File: src/rtl/synth_reg_loader.sv
module synth_reg_loader (
  input  logic       clk,
  input  logic       rst_n,
  input  logic       byte_vld,
  input  logic [7:0] byte_in,
  input  logic       xfer_end,
  output logic [7:0] main_div,
  output logic [5:0] swallow,
  output logic       lf_sel,
  output logic       cp_cur1,
  output logic       cp_cur2,
  output logic       band_fm,
  output logic       sw_dir,
  output logic       sw_out,
  output logic       ref_sel,
  output logic [2:0] test_mode
);

  logic [7:0] sh_pc, nx_pc;
  logic [5:0] sh_sc, nx_sc;
  logic [3:0] sh_ctl, nx_ctl;   // lf, cur1, dir, fm
  logic [5:0] sh_aux, nx_aux;   // test[2:0], sw_out, cur2, ref

  wire [1:0] pfx = byte_in[7:6];

  always_comb begin
    nx_pc  = sh_pc;
    nx_sc  = sh_sc;
    nx_ctl = sh_ctl;
    nx_aux = sh_aux;
    if (byte_vld) begin
      case (pfx)
        2'b01: begin
          nx_pc[7:6] = byte_in[5:4];
          nx_ctl     = byte_in[3:0];
        end
        2'b10: nx_pc[5:0] = byte_in[5:0];
        2'b11: nx_sc      = byte_in[5:0];
        default: nx_aux   = byte_in[5:0];
      endcase
    end
  end

  always_ff @(posedge clk) begin
    if (!rst_n) begin
      sh_pc <= '0; sh_sc <= '0; sh_ctl <= '0; sh_aux <= '0;
      main_div <= '0; swallow <= '0;
      {lf_sel, cp_cur1, sw_dir, band_fm} <= '0;
      {test_mode, sw_out, cp_cur2, ref_sel} <= '0;
    end else begin
      sh_pc <= nx_pc; sh_sc <= nx_sc; sh_ctl <= nx_ctl; sh_aux <= nx_aux;
      if (xfer_end) begin
        main_div <= nx_pc;
        swallow  <= {nx_sc[5] & ~nx_aux[0], nx_sc[4:0]};
        {lf_sel, cp_cur1, sw_dir, band_fm} <= nx_ctl;
        {test_mode, sw_out, cp_cur2, ref_sel} <= nx_aux;
      end
    end
  end

endmodule


File: config.mk
export PLATFORM = sky130hd
export DESIGN_NAME = synth_reg_loader
export DESIGN_NICKNAME = d
export VERILOG_FILES = /design/src/rtl/synth_reg_loader.sv
export SDC_FILE = /design/constraint.sdc
export NUM_CORES = 1
export LEC_CHECK = 0
export BUFFER_PORTS_ARGS = -buffer_cell sky130_fd_sc_hd__buf_2
export CAP_MARGIN = 20
export CORE_AREA = 2 2 92 59
export DETAILED_ROUTE_END_ITERATION = 7
export DIE_AREA = 0 0 94 61
export GPL_TIMING_DRIVEN = 0
export SLEW_MARGIN = 20
export SYNTH_ARGS = -nofsm -noshare
export SYNTH_HDL_FRONTEND = slang
export SYNTH_SLANG_ARGS = --single-unit
File: constraint.sdc
create_clock -name clk -period 1.34 [get_ports clk]
set_input_delay 0.134 -clock clk [delete_from_list [all_inputs] [get_ports clk]]
set_output_delay 0.134 -clock clk [all_outputs]
set_load 0.02 [all_outputs]
==> results.py <==
metrics = {
    "routing": {
        "finalWirelength_um": 3906,
        "vias_per_cell": 4.799,
        "drc": 0,
        "drtIter0Drc": 51,
        "wl_per_cell_um": 14.57,
        "postRouteAntennaNets": 0,
        "vias": 1286,
        "dr.pass1.iters": 4,
    },
    "sta": {
        "worst_slew_pin_slew_ns": 0.5161,
        "setup_viol": 0,
        "grt_setup_unrepaired": "no",
        "finalHoldViolCount": 0,
        "finalClockSkew_ns": 0.004217,
        "hold_ws_ns": 0.1758,
        "period_share_pct": 80.49,
        "worst_slack_ns": 0.2614,
        "max_freq_ghz": 0.9271,
        "maxSlewViolCount": 0,
        "fin_crit_ns": 1.079,
        "slew_headroom_pct": 65.60,
    },
    "synthesis": {
        "synth_cell_type_count": 15,
        "ys_async_sr_fraction_pct": 0,
        "postSynthCellCount": 161,
        "yosys.area.top_type": "dfxtp_1",
        "synthTopCellsByCount": "dfxtp_1, o21ai_0, a21oi_1, nor2b_1, mux2i_1",
        "synth_edf_count": 0,
        "synth.cell_area_um2": 1692,
        "ys_seq_area_share_pct": 56.80,
        "ys_seq_elements": 48,
        "syn-num-nets": 173,
        "post-synth-top-area-fraction_pct": 56.80,
        "synth_ff_type": "dfxtp_1",
        "avgSynthCellArea_um2": 10.51,
        "ys_warn_count": 0,
        "synth_most_common_cell": "dfxtp_1",
        "synth_area_leaders": "dfxtp_1, mux2i_1, nor2b_1, o21ai_0, a21oi_1",
    },
    "critical_path": {
        "worst-setup-path-type": "input pin to flip-flop",
        "cp-end-kind": "flip-flop",
        "cp-start-kind": "input pin",
        "critPathRequiredTime_ns": 1.54,
        "worstPathArrival_ns": 1.28,
        "cp_max_fo": 6,
    },
    "clock_network": {
        "numClockSinks": 48,
        "clkSlewWorstSetupHoldPaths_ns": 0.08,
        "clk_latency_ns": 0.30,
        "post_cts_resized": 0,
        "cts_setup_buffers": 0,
        "clk_path_buf_depth": 2,
        "root_buffer": "clkbuf_8",
        "cts_tree": "yes",
        "cts_max_level": 2,
        "cts_buffers": 5,
        "hold_buffers": 0,
    },
    "global_route": {
        "grt_pass1_wl_um": 6396,
        "grt_use_total_pct": 15.09,
        "grt_overflow": 0,
        "grt_pass1_vias": 1259,
        "grt_max_degree": 14,
        "antenna_found_initial": 0,
    },
    "die": {
        "ioPinCount": 36,
        "rows": 20,
        "coreArea_um2": 4880,
        "die_y_um": 61,
        "die_area_um2": 5734,
        "dieWidth_um": 94,
        "initial_core_util_pct": 34.67,
    },
    "finish": {
        "drive_gt1_share_pct": 20.79,
        "areaGrowthSynthToFinish_pct": 19.97,
        "antennaDiodeCount": 0,
        "fin_nets": 213,
    },
    "pwr": {
        "leakage_nw": 0.8953,
        "p_per_area_nw_per_um2": 1333,
        "ir_drop_v": 0.0004928,
        "power_mw": 2.706,
    },
    "placed_design": {
        "place.port_buffers": 33,
        "dp_slack_ns": -0.07402,
        "gp_congestion": 0.7427,
        "hpwl_um": 2733,
    },
    "status": {
        "status": "finished clean",
    },
    "run": {
        "cap_violations": 0,
    },
    "min_path": {
        "min_path_type": "input pin to flip-flop",
    },
}
[through the flow]
step	util (%)	std cells	TNS, ns	instance area, um^2
6_report	41.59	268	0	2029
5_1_grt	41.59	268	0	2029
4_1_cts	41.59	268	0	2029
3_5_place_dp	39.74	260	-0.1727	1939
3_3_place_gp	39.74	260	-0.2212	1939
2_1_floorplan	-	161	0	1692
[path summary, 6_finish.rpt]
kind | endpoint | slack [ns] | startpoint | cells after the start
setup / recovery | ref_sel | 0.26 | byte_in[6] | 4
hold / removal | sh_aux[5] | 0.18 | byte_in[5] | 3
setup reg to reg | ref_sel | 0.47 | sh_aux[0] | 2
hold reg to reg | sh_aux[2] | 0.52 | sh_aux[2] | 2
[flip-flops by register name, indices dropped and copies added (netlist names)]
signal,flops
main_div,8
lf_sel,1
sh_ctl,4
test_mode,3
sh_sc,6
sh_pc,8
sw_out,1
cp_cur1,1
ref_sel,1
sw_dir,1
band_fm,1
sh_aux,6
cp_cur2,1
swallow,6
[where the power goes]
part	switching, mW	leakage, nW	internal, mW
clock network	0.460	0.0455	0.421
logic	0.193	0.457	0.112
registers	0.0269	0.393	1.49
[worst max-delay path: stages]
cell and delay, ns:
buf_2 0.13, nor3b_4 0.41, mux2_2 0.41, o21ba_2 0.20
[layout make-up]
cell class / count / area (um^2)
Sequential cell: 48 / 960.9
Inverter: 1 / 3.754
Multi-Input combinational cell: 102 / 689.4
Clock buffer: 8 / 90.09
Timing Repair Buffer: 33 / 165.2
Buffer: 10 / 37.54
Fill cell: 484 / 2850
Tap cell: 66 / 82.58
[cells in the final DEF, fill, tap and decap left out, drive strengths merged]
cell	count
and4	1
nand3	1
o21ai	24
nor2b	23
a21oi	23
inv	1
a211oi	2
dfxtp	48
mux2	1
and2	1
mux2i	22
nand3b	2
buf	33
o21ba	1
clkbuf	18
nor3b	1
[routing by layer]
metal  part of all wire [%]  track usage (%)  vias up
met2                     38            21.22       34
met4                    1.5            5.590        0
li1                       -                -      642
met3                    5.1            4.099        7
met5                      0                0        -
met1                     55            22.16      603
[logic make-up after synthesis]
family	share of synthesized area, %
compound gates	15.38
buf+inv	2.441
flops	56.80
mux	13.68
simple gates	11.69
Power figures use the tool's default switching activity.
